--- src/rtl/dpram_pkg.sv ---
package dpram_pkg;

    typedef enum logic [1:0] {
        WM_READ_FIRST  = 2'd0,
        WM_WRITE_FIRST = 2'd1,
        WM_NO_CHANGE   = 2'd2
    } wmode_t;

    localparam int NPORTS = 2;

    // Same-cycle relation between the two port requests
    typedef struct packed {
        logic       same_addr;
        logic       both_write;
        logic       write_mismatch;
        logic [1:0] read_hit;   // [p]: port p reads where the peer writes
    } clash_t;

    // A writer in this mode lets the colliding reader see the old word safely
    function automatic logic shields_reader(input wmode_t m);
        return m == WM_READ_FIRST;
    endfunction

    function automatic int peer_of(input int p);
        return (p == 0) ? 1 : 0;
    endfunction

endpackage

--- src/rtl/dpr_clash_detect.sv ---
module dpr_clash_detect
    import dpram_pkg::*;
#(
    parameter int WIDTH = 16,
    parameter int AW    = 6
) (
    input  logic [1:0]       en,
    input  logic [1:0]       we,
    input  logic [AW-1:0]    addr0,
    input  logic [AW-1:0]    addr1,
    input  logic [WIDTH-1:0] wdata0,
    input  logic [WIDTH-1:0] wdata1,
    output clash_t           clash
);
    logic hit;

    always_comb begin
        hit                  = en[0] && en[1] && (addr0 == addr1);
        clash.same_addr      = hit;
        clash.both_write     = hit && we[0] && we[1];
        clash.write_mismatch = hit && we[0] && we[1] && (wdata0 != wdata1);
        clash.read_hit[0]    = hit && !we[0] && we[1];
        clash.read_hit[1]    = hit && !we[1] && we[0];
    end
endmodule

--- src/rtl/dpr_store.sv ---
module dpr_store #(
    parameter int WIDTH = 16,
    parameter int DEPTH = 64,
    localparam int AW   = $clog2(DEPTH)
) (
    input  logic             clk,
    input  logic             wr_a,
    input  logic [AW-1:0]    addr_a,
    input  logic [WIDTH-1:0] data_a,
    input  logic             wr_b,
    input  logic [AW-1:0]    addr_b,
    input  logic [WIDTH-1:0] data_b,
    output logic [WIDTH-1:0] word_a,
    output logic [WIDTH-1:0] word_b
);
    logic [WIDTH-1:0] mem [DEPTH];

    initial begin
        for (int i = 0; i < DEPTH; i++) mem[i] = '0;
    end

    // Port A is written last so it wins a same-address double write
    always_ff @(posedge clk) begin
        if (wr_b) mem[addr_b] <= data_b;
        if (wr_a) mem[addr_a] <= data_a;
    end

    // Pre-write contents; the port output stage registers them
    assign word_a = mem[addr_a];
    assign word_b = mem[addr_b];
endmodule

--- src/rtl/dpr_port_out.sv ---
module dpr_port_out
    import dpram_pkg::*;
#(
    parameter int     WIDTH = 16,
    parameter wmode_t MODE  = WM_READ_FIRST
) (
    input  logic             clk,
    input  logic             rst,
    input  logic             en,
    input  logic             we,
    input  logic [WIDTH-1:0] wdata,
    input  logic [WIDTH-1:0] stored,
    input  logic             rd_collide,
    input  logic             wr_mismatch,
    output logic [WIDTH-1:0] rdata,
    output logic             invalid
);
    logic [WIDTH-1:0] wr_view;

    // Word presented by this port during its own write, chosen by mode
    always_comb begin
        case (MODE)
            WM_READ_FIRST:  wr_view = stored;
            WM_WRITE_FIRST: wr_view = wdata;
            default:        wr_view = rdata;
        endcase
    end

    always_ff @(posedge clk) begin
        if (rst) begin
            rdata   <= '0;
            invalid <= 1'b0;
        end else if (en) begin
            if (we) begin
                rdata   <= wr_view;
                invalid <= wr_mismatch;
            end else begin
                rdata   <= stored;
                invalid <= rd_collide;
            end
        end
    end
endmodule

--- src/rtl/dp_collide_ram.sv ---
module dp_collide_ram
    import dpram_pkg::*;
#(
    parameter int     WIDTH  = 16,
    parameter int     DEPTH  = 64,
    parameter wmode_t MODE_A = WM_READ_FIRST,
    parameter wmode_t MODE_B = WM_WRITE_FIRST,
    localparam int    AW     = $clog2(DEPTH)
) (
    input  logic             clk,
    input  logic             rst,
    input  logic             pa_en,
    input  logic             pa_we,
    input  logic [AW-1:0]    pa_addr,
    input  logic [WIDTH-1:0] pa_wdata,
    output logic [WIDTH-1:0] pa_rdata,
    output logic             pa_rd_invalid,
    input  logic             pb_en,
    input  logic             pb_we,
    input  logic [AW-1:0]    pb_addr,
    input  logic [WIDTH-1:0] pb_wdata,
    output logic [WIDTH-1:0] pb_rdata,
    output logic             pb_rd_invalid
);
    logic [NPORTS-1:0] en_v, we_v, rd_bad, inv_v;
    logic [WIDTH-1:0]  wd_v   [NPORTS];
    logic [WIDTH-1:0]  word_v [NPORTS];
    logic [WIDTH-1:0]  rd_v   [NPORTS];
    clash_t            clash;

    assign en_v  = {pb_en, pa_en};
    assign we_v  = {pb_we, pa_we};
    assign wd_v[0] = pa_wdata;
    assign wd_v[1] = pb_wdata;

    dpr_clash_detect #(.WIDTH(WIDTH), .AW(AW)) u_detect (
        .en     (en_v),
        .we     (we_v),
        .addr0  (pa_addr),
        .addr1  (pb_addr),
        .wdata0 (pa_wdata),
        .wdata1 (pb_wdata),
        .clash  (clash)
    );

    dpr_store #(.WIDTH(WIDTH), .DEPTH(DEPTH)) u_store (
        .clk    (clk),
        .wr_a   (pa_en && pa_we),
        .addr_a (pa_addr),
        .data_a (pa_wdata),
        .wr_b   (pb_en && pb_we),
        .addr_b (pb_addr),
        .data_b (pb_wdata),
        .word_a (word_v[0]),
        .word_b (word_v[1])
    );

    for (genvar p = 0; p < NPORTS; p++) begin : g_port
        localparam wmode_t OWN_MODE  = (p == 0) ? MODE_A : MODE_B;
        localparam wmode_t PEER_MODE = (p == 0) ? MODE_B : MODE_A;

        // Only the writing peer's mode decides whether a colliding read is safe
        assign rd_bad[p] = clash.read_hit[p] && !shields_reader(PEER_MODE);

        dpr_port_out #(.WIDTH(WIDTH), .MODE(OWN_MODE)) u_out (
            .clk         (clk),
            .rst         (rst),
            .en          (en_v[p]),
            .we          (we_v[p]),
            .wdata       (wd_v[p]),
            .stored      (word_v[p]),
            .rd_collide  (rd_bad[p]),
            .wr_mismatch (clash.write_mismatch),
            .rdata       (rd_v[p]),
            .invalid     (inv_v[p])
        );
    end

    assign pa_rdata      = rd_v[0];
    assign pb_rdata      = rd_v[1];
    assign pa_rd_invalid = inv_v[0];
    assign pb_rd_invalid = inv_v[1];
endmodule

--- config.mk ---
export PLATFORM = sky130hd
export DESIGN_NAME = dp_collide_ram
export DESIGN_NICKNAME = d
export VERILOG_FILES = /design/src/rtl/dpram_pkg.sv /design/src/rtl/dpr_clash_detect.sv /design/src/rtl/dpr_store.sv /design/src/rtl/dpr_port_out.sv /design/src/rtl/dp_collide_ram.sv
export SDC_FILE = /design/constraint.sdc
export NUM_CORES = 2
export LEC_CHECK = 0
export BUFFER_PORTS_ARGS = -buffer_cell sky130_fd_sc_hd__buf_2
export CORE_MARGIN = 2
export CORE_UTILIZATION = 50
export CTS_CLUSTER_DIAMETER = 80
export DETAILED_ROUTE_END_ITERATION = 10
export HOLD_SLACK_MARGIN = 0.1
export PLACE_DENSITY = 0.68
export RECOVER_POWER = 100
export SLEW_MARGIN = 20
export SYNTH_ARGS = -nofsm -noshare
export SYNTH_HDL_FRONTEND = slang
export SYNTH_SLANG_ARGS = --single-unit
--- constraint.sdc ---
create_clock -name clk -period 3.15 [get_ports clk]
set_clock_uncertainty 0.2 [all_clocks]
set_input_delay 0.63 -clock clk [delete_from_list [all_inputs] [get_ports clk]]
set_output_delay 0.63 -clock clk [all_outputs]
set_load 0.02 [all_outputs]
; ---- Yosys cells after proc, flatten, opt, wreduce, memory -nomap -nowiden
; Memory sizes are Yosys's and may differ from the RTL's. A register that Yosys moved wholly into a read port is not among the register bits.
; Index checks and enable logic that the tools add are counted.
[op_classes]
n_reduce_logical = 10
muxes = 6
eq_ne = 2
[op_table]
columns = operator, n
row1 = $ne A16 B16 Y1, 1
row2 = $logic_and A1 B1 Y1, 9
row3 = $eq A6 B6 Y1, 1
row4 = $mux W1, 6
row5 = $logic_not A1 Y1, 1
[totals]
inputBits = 50
out_inout_bits = 34
elab_cells = 21
regBits = 2
ramBits = 1024
n_memories = 1
[memory_table]
columns = name, words, width, rd, rd_ports_with_merged_regs, wr, line_no
row1 = u_store.mem, 64, 16, 2, 2, 2, dpr_store.sv:16  ; logic [WIDTH-1:0] mem [DEPTH];

; ---- Longest topological paths before layout
[depth]
word_depth = 6
depth_mapped = 11
ltp_nobuf = 6

; ---- By module
; A second synthesis with hierarchy kept.
[unflattened]
hier_cells = 5006
hier_area_um2 = 62374.8
[by_module_without_submodules]
columns = module, cells_each, seq_area_each_um2, instances, area_each_um2
row1 = dpr_store, 4833, 30749.5, 1, 60674.4
row2 = dpr_port_out at g_port[1].u_out, 76, 340.3, 1, 760.7
row3 = dpr_port_out at g_port[0].u_out, 56, 340.3, 1, 623.1
row4 = dpr_clash_detect, 38, 0.0, 1, 300.3
row5 = dp_collide_ram, 3, 0.0, 1, 16.3

; ---- Least setup slack after synthesis
; OpenSTA, ideal clock, no wires.
[synth_path]
kind = input port to flip-flop
from = input port pb_addr[4]
to = memory u_store.mem[16][0] (enable)
stages = 6
required_time_ns = 2.555
t_arrival_ns = 2.714
slack_ns = -0.159
setup_ns = 0.395
path_buffers = 2
path_cell_list = buf_2 -> inv_1 -> nor3_1 -> clkbuf_1 -> nand2_1 -> o22ai_1
[synth_lines]
columns = element, line_no
row1 = "start, declared", dp_collide_ram.sv:20  ; input logic [AW-1:0] pb_addr,
row2 = "end, declared", dpr_store.sv:16

==> impl_metrics.tcl <==
set metrics [dict create \
    placed_area_um2 72930 \
    synth_async_sr_flop_share_pct 0 \
    synth_area_leader_cell "edfxtp_1" \
    syn_nets 4758 \
    crit_family "compound AO/OA/AOI/OAI gates" \
    grt_pass1_vias 49330 \
    worstSetupStartpointType "input pin" \
    drt-initial-drc-count 10620 \
    cp.arrival_ps 3690 \
    period_share_pct 102.4 \
    worstSetupPathType "input pin to flop" \
    path_clk_slew_ps 60 \
    cp.required_ps 3610 \
    cts_buffers 119 \
    htreeDepth 3 \
    final_area_um2 74850 \
    utilization_pct 59.77 \
    violations "negative setup slack" \
    synth-seq-area-share_pct 49.92 \
    crit_fanout 16 \
    maxSlewHeadroom_pct 15.00 \
    rsz0062_at_grt "false" \
    antenna_found_initial 50 \
    gp_congestion 1.076 \
    numPortBuffers 83 \
    ys_types 81 \
    finalCriticalPeriod_ps 3226 \
    slowest_delay_ps 730 \
    cts_tree "yes" \
    final_layout_size_suffix_gt1_share_pct 46.59 \
    synth_top_area_share_pct 48.84 \
    place_ws_ps -461.3 \
    ios 84 \
    hold_viol 0 \
    cts_resized 0 \
    crit_top_cell "buf_12" \
    final_cell_mix "mux2_2, edfxtp_1, buf_4, a221oi_1, mux2i_1" \
    drv_cap 0 \
    crit_path_end_kind "flop" \
    ant_nets 0 \
    cpMaxStageDelayCell "a22oi_1" \
    vias_per_cell 7.705 \
    die_x_um 358.8 \
    clock_sinks 1058 \
    worstPathCellList "buf_8, clkbuf_2, buf_12, and3b_1, buf_12, a22oi_1, o221ai_1, nand4bb_1, a221o_1" \
    drc 0 \
    peakVddDrop_v 0.0005868 \
    dr.pass1.iters 7 \
    max_freq_ghz 0.3100 \
    finalSetupViolCount 37 \
    synth_seq_cells 1058 \
    layout.nets 5242 \
    worst_hold_path_type "input pin to flop" \
    fp-row-count 130 \
    leakagePower_uw 0.02544 \
    setup-tns-final_ps -1372 \
    worst_slack_ps -75.96 \
    status "complete, but fails checks" \
    start_util_pct 50.27 \
    grt_use_total_pct 46.63 \
    path_buf_inv 4 \
    ys_warn_count 0 \
    p_per_area_nw_per_um2 481.0 \
    synth_edf_count 1024 \
    via_count 53660 \
    post_drt_wl_per_cell_um 44.44 \
    grt_max_degree 66 \
    p_total_uw 36010 \
    drv_slew 0 \
    clk_latency_ps 810 \
    ys_top_cells_by_area "edfxtp_1, mux2_2, mux4_2" \
    coreArea_um2 125200 \
    cts_root_buf "clkbuf_16" \
    layout_commonest_cell "mux2_2" \
    die-height_um 358.8 \
    synth_cells 4708 \
    dieArea_um2 128800 \
    grt_overflow_total 0 \
    area_growth_pct 18.90 \
    grt_pass1_wl_mm 417.3 \
    synth-main-ff-cell "edfxtp_1" \
    routed_wl_mm 309.5 \
    synth.avg_cell_area_um2 13.37 \
    cts_buffer_depth 3 \
    worst_slew_pin_slew_ps 1262 \
    hpwl_mm 212.0 \
    netlist_area_um2 62960 \
]
-- cell usage after synthesis (all sizes together) (15+ instances only) --
cell type	number
xor2	19
dfxtp	34
a21oi	87
nand3b	22
nand3	23
o21ai	94
a221o	44
nor2b	15
a211oi	15
o22ai	173
a22o	33
a221oi	298
edfxtp	1024
mux2i	183
mux4	147
buf	286
nor2	188
o22a	15
nand2	133
a22oi	120
o221ai	35
clkbuf	327
o2bb2ai	15
mux2	1182
-- final timing paths --
check / startpoint / end / slack, ps / cells after the start
worst min-delay path: pb_en / g_port[1].u_out.invalid / 210 / 5
worst min register to register: g_port[1].u_out.invalid / g_port[1].u_out.invalid / 270 / 2
worst max-delay path: pb_addr[2] / g_port[1].u_out.rdata[3] / -80 / 9
worst max register to register: u_store.mem[41][3] / g_port[1].u_out.rdata[3] / 60 / 6
-- cells by family after synthesis --
group	count (synthesis)	share of synthesized area (%)
AND/OR/NAND/NOR	470	3.631
AO/OA/AOI/OAI	1020	12.20
flip-flops	1058	49.92
buffers and inverters	626	4.623
XOR/XNOR	22	0.3061
multiplexers	1512	29.32
-- per-layer routing --
metal	vias to the layer above	GRT usage, %	share of wire, %	wire (um)
met5	-	0.4070	0.067	206
met4	34	29.11	8.4	25880
met3	1312	18.37	17	52290
met2	5530	63.73	39	122000
met1	26720	61.69	35	109200
li1	20070	-	-	-
-- tightest hold or removal path: stages --
cell	delay, ps
buf_2	90
inv_1	70
buf_4	210
nand2_1	80
a21oi_1	50
-- power breakdown --
part / internal [uW] / leakage [uW] / switching, uW / total, uW
Clock: 8240 / 0.00193 / 6350 / 14600
Sequential: 15600 / 0.00949 / 148 / 15700
Combinational: 2180 / 0.0140 / 3520 / 5700
Total: 26000 / 0.0254 / 10000 / 36000
-- what timing repair did --
item	4_1_cts	5_1_grt
setup buffers	0	0
endpoints found under the hold margin	5	0
hold buffers	4	0
-- cell type report --
class                      instances  area [um2]
antenna                           24       60.06
sequential                      1058       31430
clock buffer                     136        3063
multi-input combinational       3024       28720
timing repair buffer             976        8509
fill                            9971       50390
tap                             1650        2064
clock inverter                    84       947.2
inverter                          13       56.30
-- through the flow --
stage	hold slack [ps]	cells
floorplan	324.5	4708
global placement	241.8	6717
detailed placement	254.2	6717
CTS	167.6	6941
global route	231.7	6948
finish	214.8	6965
-- state kept, by name, indices dropped and copies added, names as in the netlist --
| register | count |
|---|---|
| u_store.mem | 1024 |
| g_port.u_out.invalid | 2 |
| g_port.u_out.rdata | 32 |
(Power assumes the default switching activity.)
